<file path="src/rtl/par_result_port_pkg.sv">
package par_result_port_pkg;

  localparam int RES_W  = 32;
  localparam int BUS_W  = RES_W / 2;
  localparam int LANE_W = BUS_W / 2;

  typedef logic [RES_W-1:0]  result_t;
  typedef logic [BUS_W-1:0]  bus_word_t;
  typedef logic [LANE_W-1:0] lane_t;

  // one bit per scheduled action of the sequence counter
  typedef struct packed {
    logic wrap;     // frame boundary: take sample, adopt pending address
    logic lo_load;  // lower byte lane and word indicator update
    logic hi_load;  // upper byte lane update
    logic strb_set; // raise strobe for the next clock
    logic word;     // 0 = low word slot, 1 = high word slot
  } seq_ev_t;

  // word of a sample chosen by the slot
  function automatic bus_word_t word_of(input result_t smp, input logic hi);
    return hi ? smp[RES_W-1:BUS_W] : smp[BUS_W-1:0];
  endfunction

  // byte lane of a bus word
  function automatic lane_t lane_of(input bus_word_t w, input logic upper);
    return upper ? w[BUS_W-1:LANE_W] : w[LANE_W-1:0];
  endfunction

endpackage

</file>
<file path="src/rtl/prp_seq_counter.sv">
module prp_seq_counter
  import par_result_port_pkg::*;
#(
  parameter int SLOT_CYCLES = 4
) (
  input  logic    clk,
  input  logic    rst_n,
  output seq_ev_t ev_o
);

  localparam int PH_W = (SLOT_CYCLES > 1) ? $clog2(SLOT_CYCLES) : 1;
  localparam logic [PH_W-1:0] PH_LAST = PH_W'(SLOT_CYCLES - 1);
  localparam logic [PH_W-1:0] PH_LO   = PH_W'(0);
  localparam logic [PH_W-1:0] PH_HI   = PH_W'(1);
  localparam logic [PH_W-1:0] PH_STB  = PH_W'(2);

  logic [PH_W-1:0] phase_q;
  logic            word_q;

  // reset lands on the last clock of a frame so a sample is taken at once
  always_ff @(posedge clk) begin
    if (!rst_n) begin
      phase_q <= PH_LAST;
      word_q  <= 1'b1;
    end else if (phase_q == PH_LAST) begin
      phase_q <= PH_LO;
      word_q  <= ~word_q;
    end else begin
      phase_q <= phase_q + PH_W'(1);
    end
  end

  always_comb begin
    ev_o.wrap     = (phase_q == PH_LAST) && word_q;
    ev_o.lo_load  = (phase_q == PH_LO);
    ev_o.hi_load  = (phase_q == PH_HI);
    ev_o.strb_set = (phase_q == PH_STB);
    ev_o.word     = word_q;
  end

endmodule

</file>
<file path="src/rtl/prp_sample_select.sv">
module prp_sample_select
  import par_result_port_pkg::*;
#(
  parameter int NUM_REGS = 8,
  parameter int ADDR_W   = $clog2(NUM_REGS)
) (
  input  logic                      clk,
  input  logic                      rst_n,
  input  logic [NUM_REGS*RES_W-1:0] regs_i,
  input  logic                      sel_load_i,
  input  logic [ADDR_W-1:0]         sel_addr_i,
  input  logic                      wrap_i,
  output logic [ADDR_W-1:0]         act_addr_o,
  output result_t                   sample_o
);

  logic [ADDR_W-1:0] pend_addr_q;
  logic [ADDR_W-1:0] act_addr_q;
  result_t           sample_q;
  result_t           pick;

  // register read; an address beyond the bank reads as zero
  always_comb begin
    pick = '0;
    for (int n = 0; n < NUM_REGS; n++) begin
      if (pend_addr_q == ADDR_W'(n)) pick = regs_i[n*RES_W +: RES_W];
    end
  end

  always_ff @(posedge clk) begin
    if (!rst_n) begin
      pend_addr_q <= '0;
    end else if (sel_load_i) begin
      pend_addr_q <= sel_addr_i;
    end
  end

  always_ff @(posedge clk) begin
    if (!rst_n) begin
      act_addr_q <= '0;
      sample_q   <= '0;
    end else if (wrap_i) begin
      act_addr_q <= pend_addr_q;
      sample_q   <= pick;
    end
  end

  assign act_addr_o = act_addr_q;
  assign sample_o   = sample_q;

endmodule

</file>
<file path="src/rtl/prp_lane_driver.sv">
module prp_lane_driver
  import par_result_port_pkg::*;
(
  input  logic      clk,
  input  logic      rst_n,
  input  seq_ev_t   ev_i,
  input  result_t   sample_i,
  output bus_word_t data_o,
  output logic      word_hi_o,
  output logic      strb_o
);

  bus_word_t cur_word;
  lane_t     lo_q;
  lane_t     hi_q;
  logic      word_hi_q;
  logic      strb_q;

  assign cur_word = word_of(sample_i, ev_i.word);

  // lower lane and indicator move first
  always_ff @(posedge clk) begin
    if (!rst_n) begin
      lo_q      <= '0;
      word_hi_q <= 1'b0;
    end else if (ev_i.lo_load) begin
      lo_q      <= lane_of(cur_word, 1'b0);
      word_hi_q <= ev_i.word;
    end
  end

  // upper lane trails by one clock
  always_ff @(posedge clk) begin
    if (!rst_n) begin
      hi_q <= '0;
    end else if (ev_i.hi_load) begin
      hi_q <= lane_of(cur_word, 1'b1);
    end
  end

  always_ff @(posedge clk) begin
    if (!rst_n) strb_q <= 1'b0;
    else        strb_q <= ev_i.strb_set;
  end

  assign data_o    = {hi_q, lo_q};
  assign word_hi_o = word_hi_q;
  assign strb_o    = strb_q;

endmodule

</file>
<file path="src/rtl/par_result_port.sv">
module par_result_port
  import par_result_port_pkg::*;
#(
  parameter int NUM_REGS    = 8,
  parameter int SLOT_CYCLES = 4,
  localparam int ADDR_W     = (NUM_REGS > 1) ? $clog2(NUM_REGS) : 1
) (
  input  logic                      clk,
  input  logic                      rst_n,
  input  logic [NUM_REGS*RES_W-1:0] regs_i,
  input  logic                      sel_load_i,
  input  logic [ADDR_W-1:0]         sel_addr_i,
  output logic [BUS_W-1:0]          bus_data_o,
  output logic                      word_hi_o,
  output logic                      bus_strb_o
);

  // named internal events, also watched by the bound checker
  seq_ev_t           seq_ev;
  logic              wrap_ev;
  logic              lo_ev;
  logic              hi_ev;
  logic [ADDR_W-1:0] act_addr;
  result_t           sample;

  prp_seq_counter #(
    .SLOT_CYCLES(SLOT_CYCLES)
  ) u_seq (
    .clk  (clk),
    .rst_n(rst_n),
    .ev_o (seq_ev)
  );

  assign wrap_ev = seq_ev.wrap;
  assign lo_ev   = seq_ev.lo_load;
  assign hi_ev   = seq_ev.hi_load;

  prp_sample_select #(
    .NUM_REGS(NUM_REGS),
    .ADDR_W  (ADDR_W)
  ) u_sel (
    .clk       (clk),
    .rst_n     (rst_n),
    .regs_i    (regs_i),
    .sel_load_i(sel_load_i),
    .sel_addr_i(sel_addr_i),
    .wrap_i    (wrap_ev),
    .act_addr_o(act_addr),
    .sample_o  (sample)
  );

  prp_lane_driver u_lanes (
    .clk      (clk),
    .rst_n    (rst_n),
    .ev_i     (seq_ev),
    .sample_i (sample),
    .data_o   (bus_data_o),
    .word_hi_o(word_hi_o),
    .strb_o   (bus_strb_o)
  );

endmodule

</file>
<file path="config.mk">
export PLATFORM = sky130hd
export DESIGN_NAME = par_result_port
export DESIGN_NICKNAME = d
export VERILOG_FILES = /design/src/rtl/par_result_port_pkg.sv /design/src/rtl/prp_seq_counter.sv /design/src/rtl/prp_sample_select.sv /design/src/rtl/prp_lane_driver.sv /design/src/rtl/par_result_port.sv
export SDC_FILE = /design/constraint.sdc
export NUM_CORES = 1
export LEC_CHECK = 0
export CAP_MARGIN = 20
export CORE_AREA = 2 2 119 109
export DETAILED_ROUTE_END_ITERATION = 8
export DIE_AREA = 0 0 121 111
export HOLD_SLACK_MARGIN = 0.08
export MAX_ROUTING_LAYER = met4
export PLACE_DENSITY = 0.86
export SKIP_CTS_REPAIR_TIMING = 1
export SYNTH_ARGS = -nofsm -noshare
export SYNTH_HDL_FRONTEND = slang
export SYNTH_SLANG_ARGS = --single-unit
export TNS_END_PERCENT = 1
</file>
<file path="constraint.sdc">
create_clock -name clk -period 2.2 [get_ports clk]
set_clock_uncertainty 0.1 [all_clocks]
set_input_delay 0.55 -clock clk [delete_from_list [all_inputs] [get_ports clk]]
set_output_delay 0.55 -clock clk [all_outputs]
set_load 0.02 [all_outputs]
</file>
==> key figures, run 1 <==
STA
  – Endpoints failing setup: 0
  – RSZ-0062 raised after global routing: no
  – Slew headroom: 0.585
  – Setup TNS: 0 ns
  – Final min period: 1.95 ns
  – Worst-margin pin slew: 0.622 ns
  – Hold Slack: 0.366 ns
  – Max-slew violation count: 0
  – Final hold vios: 0
  – Period utilisation layout: 0.885
  – Max Clock Freq: 0.514 GHz
  – Setup WS post-layout: 0.253 ns

Worst setup path
  – CP Class: reg -> reg
  – Worst Setup Start Kind: flop
  – CP cell instances: buf_12, inv_2, o32ai_1, o41ai_2
  – Worst Path Buf+Inv: 2
  – Critical Path Fanout Max: 69
  – Crit. End Element: flop
  – Critical path's slowest cell: o32ai_1
  – Top Family by Delay on Critical Path: buffers and inverters
  – Max stage delay on crit path: 0.49 ns
  – Required @ worst endpoint: 2.27 ns
  – Worst EP arrival: 2.02 ns

Clocking
  – # H-tree levels: 2
  – Clk_lat worst skew: 0.29 ns
  – Clock-pin slew on the worst setup and hold paths: 0.08 ns
  – Sink Count: 56
  – Clock Tree Root: clkbuf_16
  – Max clock buf depth: 2
  – CTS Buf Count: 5
  – CTS tree: built

Global route
  – Total track usage: 0.264
  – Global-route wire length before repair: 26900 um
  – Initial antenna violation count: 0
  – Global route total overflow: 0
  – Vias in the first global route: 5109
  – Pin count of the biggest net entering global routing: 70

Logic synthesis
  – Post-synth EDFFs: 0
  – Cell count after synthesis: 435
  – Post-synthesis sequential area ratio: 0.248
  – Synth Flop Type: dfxtp_1
  – Area contributors post-synth: dfxtp_1 (25%), mux4_2 (16%), o41ai_2 (11%)
  – Synth warnings: 0
  – Mapped Area: 4530 um^2
  – Seq cells post-synth: 56
  – Distinct cell type count after synthesis: 30
  – Post-synth top area share: 0.248
  – Dominant cell type by area after synthesis: dfxtp_1
  – Most instantiated library cell after synthesis: dfxtp_1
  – Ys async rst share: 0
  – Synth top cells by count: dfxtp_1 (56), nand2_1 (50), nor2b_1 (39)
  – Syn Nets: 701
  – Average cell area after synthesis: 10.4 um^2

Route
  – WL final: 17600 um
  – DR iter-0 viols: 335
  – Pre-antenna DRT Iters: 6
  – ANT nets after route: 0
  – Remaining DRCs: 0
  – Detailed-route vias per instance: 5.61
  – Vias: 4795
  – DR WL/cell: 20.6 um

Pwr
  – Clk pwr share: 0.237
  – PwrDens: 469 nW/um^2
  – Switching share of power: 0.308
  – Leakage: 2.88 nW
  – Pwr Total: 3.55 mW
  – Int Power: 2.45 mW
  – Max VDD drop: 330 uV
  – Combinational power share: 0.405
  – Seq pwr share: 0.358
  – Psw: 1.09 mW

Status
  – Status: complete, no violations

Finish
  – Non-Filler Instances: 854
  – Final Cell Area: 7570 um^2
  – Share of layout cells above drive strength 1: 0.168
  – Ant. Diodes: 0
  – Synth-to-layout area growth: 67.0%
  – Nets: 955
  – Final Util: 0.613

Floorplanning
  – Initial Util: 0.367
  – Die H: 111 um
  – Full die area: 13400 um^2
  – FP Rows: 39
  – Ports: 280
  – Core area: 12300 um^2
  – Die width: 121 um

Placement
  – Routability cong.: 0.887
  – Inst Count DP: 846
  – Area after DPL: 7410 um^2
  – Place WS: 0.0717 ns
  – Post-DP HPWL: 13900 um
  – PortBufs: 279

Hold path
  – Hold Crit Class: reg -> reg

Run
  – # Max-Cap Violations: 0
state kept, by name, summed over array words and instances, names as in the netlist:
register,flops
u_lanes.lo_q,8
u_seq.phase_q,2
u_sel.pend_addr_q,3
u_seq.word_q,1
u_lanes.word_hi_o,1
u_sel.sample_o,32
u_lanes.hi_q,8
u_lanes.strb_o,1
worst min-delay path: stages, from the launching register on:
cell and delay (ns):
dfxtp_1 0.33, nand2_1 0.07, o41ai_2 0.05
cell usage in the layout (no fill, tap or decap), types with 4 or more instances in the layout:
cell             count
o211a_1             16
buf_4               16
nand2_1             50
clkbuf_16            5
clkdlybuf4s50_1    279
mux2_1               9
mux4_2              32
o41ai_2             31
a211oi_1            33
nor2b_1             39
o32ai_1             30
mux2_2              21
dfxtp_1             53
ha_1                 4
mux2i_1             20
nor2_1              31
final cells by class:
cell class | instances | area (um^2)
inverters | 3 | 11.3
repair buffers | 297 | 2950
well taps | 164 | 205
clock inverters | 3 | 27.5
flip-flops and latches | 56 | 1130
multi-input cells | 326 | 3120
fillers | 992 | 4780
clock buffers | 5 | 125
final timing paths:
| check | endpoint | startpoint | slack (ns) | cells after the start |
|---|---|---|---|---|
| setup / recovery | u_sel.sample_o[16] | u_sel.pend_addr_q[1] | 0.25 | 4 |
| hold / removal | u_sel.sample_o[13] | u_sel.sample_o[13] | 0.37 | 2 |
| setup reg to reg | u_sel.sample_o[16] | u_sel.pend_addr_q[1] | 0.25 | 4 |
| hold reg to reg | u_sel.sample_o[13] | u_sel.sample_o[13] | 0.37 | 2 |
per-layer routing:
layer	global-route usage	part of all wire	vias to the layer above
li1	-	-	2219
met5	-	0	-
met1	0.317	0.40	2322
met4	0.0558	0.012	0
met2	0.464	0.51	236
met3	0.0432	0.076	18
cells by family after synthesis:
group	count (synthesis)	synth area share
buf+inv	53	0.0680
xor+xnor	1	0.00193
compound gates	114	0.266
flops	56	0.248
mux	82	0.278
fa+ha+maj	4	0.0111
simple gates	125	0.128
power groups by stage:
| stage | Clock (mW) | Combinational (mW) | Sequential (mW) |
|---|---|---|---|
| after CTS | 0.859 | 1.44 | 1.27 |
| after floorplan | 0 | 0.713 | 1.27 |
| after detailed placement | 0 | 1.44 | 1.29 |
| after global routing | 0.900 | 1.54 | 1.28 |
| final | 0.840 | 1.44 | 1.27 |
| after global placement | 0 | 1.40 | 1.29 |
(Power assumes the default switching activity.)
==> inputs of run 2 (changes only) <==
==> constraint.sdc (replaced) <==
create_clock -name clk -period 2.05 [get_ports clk]
set_clock_uncertainty 0.1 [all_clocks]
set_input_delay 0.5125 -clock clk [delete_from_list [all_inputs] [get_ports clk]]
set_output_delay 0.5125 -clock clk [all_outputs]
set_load 0.02 [all_outputs]
==> run 2 against run 1 <==
Against the previous run:
- worst setup slack got worse by 0.12 ns
- flip-flop and latch count unchanged
- combinational power increased by 9.7%
- hold slack worse by 0.0094 ns
- largest cell class unchanged
==> key figures, run 2 (synthesized netlist as in run 1, its figures left out) <==
Status
  – Status: complete, no violations (unchanged)

Route
  – Remaining DRCs: 0 (unchanged)
  – DR iter-0 viols: 211 (was 335)
  – DR WL/cell: 20.3 um (was 20.6 um)
  – Vias: 4767 (was 4795)
  – ANT nets after route: 0 (unchanged)
  – Detailed-route vias per instance: 5.56 (was 5.61)
  – Pre-antenna DRT Iters: 4 (was 6)
  – WL final: 17400 um (was 17600 um)

Clocking
  – Clock-pin slew on the worst setup and hold paths: 0.07 ns (was 0.08 ns)
  – # H-tree levels: 2 (unchanged)
  – CTS Buf Count: 5 (unchanged)
  – Clk_lat worst skew: 0.29 ns (about the same)
  – Sink Count: 56 (unchanged)
  – Max clock buf depth: 2 (unchanged)
  – Clock Tree Root: clkbuf_16 (unchanged)
  – CTS tree: built (unchanged)

Global route
  – Global route total overflow: 0 (unchanged)
  – Pin count of the biggest net entering global routing: 41 (was 70)
  – Total track usage: 0.263 (was 0.264)
  – Initial antenna violation count: 0 (unchanged)
  – Vias in the first global route: 5187 (was 5109)
  – Global-route wire length before repair: 26900 um (about the same)

STA
  – Slew headroom: 0.593 (was 0.585)
  – Final min period: 1.91 ns
  – Max-slew violation count: 0 (unchanged)
  – Worst-margin pin slew: 0.610 ns (was 0.622 ns)
  – RSZ-0062 raised after global routing: no (unchanged)
  – Setup TNS: 0 ns (unchanged)
  – Period utilisation layout: 0.934
  – Endpoints failing setup: 0 (unchanged)
  – Final hold vios: 0 (unchanged)
  – Max Clock Freq: 0.522 GHz

Worst setup path
  – CP cell instances: clkdlybuf4s50_1 (was buf_12, inv_2, o32ai_1, o41ai_2)
  – Critical path's slowest cell: clkdlybuf4s50_1 (was o32ai_1)
  – Required @ worst endpoint: 1.44 ns (was 2.27 ns)
  – Worst Setup Start Kind: flop (unchanged)
  – Crit. End Element: output port (was flop)
  – Worst Path Buf+Inv: 1 (was 2)
  – CP Class: reg -> out (was reg -> reg)
  – Max stage delay on crit path: 0.64 ns (was 0.49 ns)
  – Critical Path Fanout Max: 2 (was 69)
  – Top Family by Delay on Critical Path: buffers and inverters (unchanged)
  – Worst EP arrival: 1.30 ns (was 2.02 ns)

Placement
  – Post-DP HPWL: 14000 um (was 13900 um)
  – Routability cong.: 0.843 (was 0.887)
  – PortBufs: 279 (unchanged)
  – Area after DPL: 7530 um^2 (was 7410 um^2)

Floorplanning
  – Initial Util: 0.367 (unchanged)
  – FP Rows: 39 (unchanged)
  – Full die area: 13400 um^2 (unchanged)
  – Die width: 121 um (unchanged)
  – Ports: 280 (unchanged)
  – Die H: 111 um (unchanged)
  – Core area: 12300 um^2 (unchanged)

Hold path
  – Hold Crit Class: reg -> reg (unchanged)

Finish
  – Share of layout cells above drive strength 1: 0.173 (was 0.168)
  – Ant. Diodes: 0 (unchanged)
  – Nets: 959 (was 955)
  – Commonest non-fill, non-tap cell in the layout: clkdlybuf4s50_1 (unchanged)
  – Synth-to-layout area growth: 69.6% (was 67.0%)
  – Filler Cell Count: 963 (was 992)
  – Most frequent cells in the layout: clkdlybuf4s50_1 (279), dfxtp_1 (53), nand2_1 (50) (unchanged)
  – Max reg flops: 32 (unchanged)
  – Final Cell Area: 7680 um^2 (was 7570 um^2)

Pwr
  – Psw: 1.16 mW (was 1.09 mW)
  – Pwr Total: 3.83 mW (was 3.55 mW)
  – Leakage: 2.93 nW (was 2.88 nW)
  – Clk pwr share: 0.230 (was 0.237)
  – Max VDD drop: 355 uV (was 330 uV)
  – Combinational power share: 0.412 (was 0.405)
  – Seq pwr share: 0.358 (about the same)
  – PwrDens: 499 nW/um^2 (was 469 nW/um^2)
  – Int Power: 2.67 mW (was 2.45 mW)
  – Switching share of power: 0.303 (was 0.308)

Run
  – # Max-Cap Violations: 0 (unchanged)
## run 2: changes by cell type in the layout (fill, tap and decap cells not counted)
cell      previous run  this run
inv_8                1         0
buf_12               2         9
clkinv_4             1         0
inv_6                0         2
buf_4               16        13
## run 2: routing by layer
metal / GRT usage / routed length [um]
met5: - / 0
met4: 0.0682 / 344
met3: 0.0458 / 1290
met2: 0.457 / 8820
met1: 0.313 / 6950
## run 2: final timing paths
path / startpoint / slack [ns] / cells after the start / to
setup / recovery: u_lanes.hi_q[3] / 0.14 / 1 / bus_data_o[11]
hold / removal: u_sel.sample_o[14] / 0.36 / 2 / u_sel.sample_o[14]
setup reg to reg: u_sel.pend_addr_q[1] / 0.21 / 4 / u_sel.sample_o[20]
hold reg to reg: u_sel.sample_o[14] / 0.36 / 2 / u_sel.sample_o[14]
## run 2: cell type report
| type | count | area (um^2) | share of cell area |
|---|---|---|---|
| well taps | 164 | 205 | 0.0267 |
| flip-flops and latches | 56 | 1130 | 0.147 |
| repair buffers | 301 | 3070 | 0.400 |
| clock buffers | 5 | 125 | 0.0163 |
| clock inverters | 3 | 25.0 | 0.00326 |
| multi-input cells | 326 | 3120 | 0.406 |
| inverters | 3 | 11.3 | 0.00147 |
## run 2: power groups by stage
stage / sequential (mW) / combinational [mW] / clock, mW
2_1_floorplan: 1.36 / 0.765 / 0
3_3_place_gp: 1.40 / 1.54 / 0
3_5_place_dp: 1.40 / 1.58 / 0
4_1_cts: 1.37 / 1.59 / 0.893
5_1_grt: 1.39 / 1.69 / 0.939
6_report: 1.37 / 1.58 / 0.880
## run 2: per-stage QoR
step | hold WS (ns) | setup WS [ns] | std cells | utilization
finish | 0.356 | 0.135 | 858 | 0.622
global route | 0.386 | 0.101 | 858 | 0.622
CTS | 0.362 | 0.130 | 858 | 0.622
detailed placement | 0.341 | 0.0109 | 850 | 0.610
global placement | 0.338 | 0.0803 | 850 | 0.610
floorplan | 0.319 | 0.395 | 435 | -
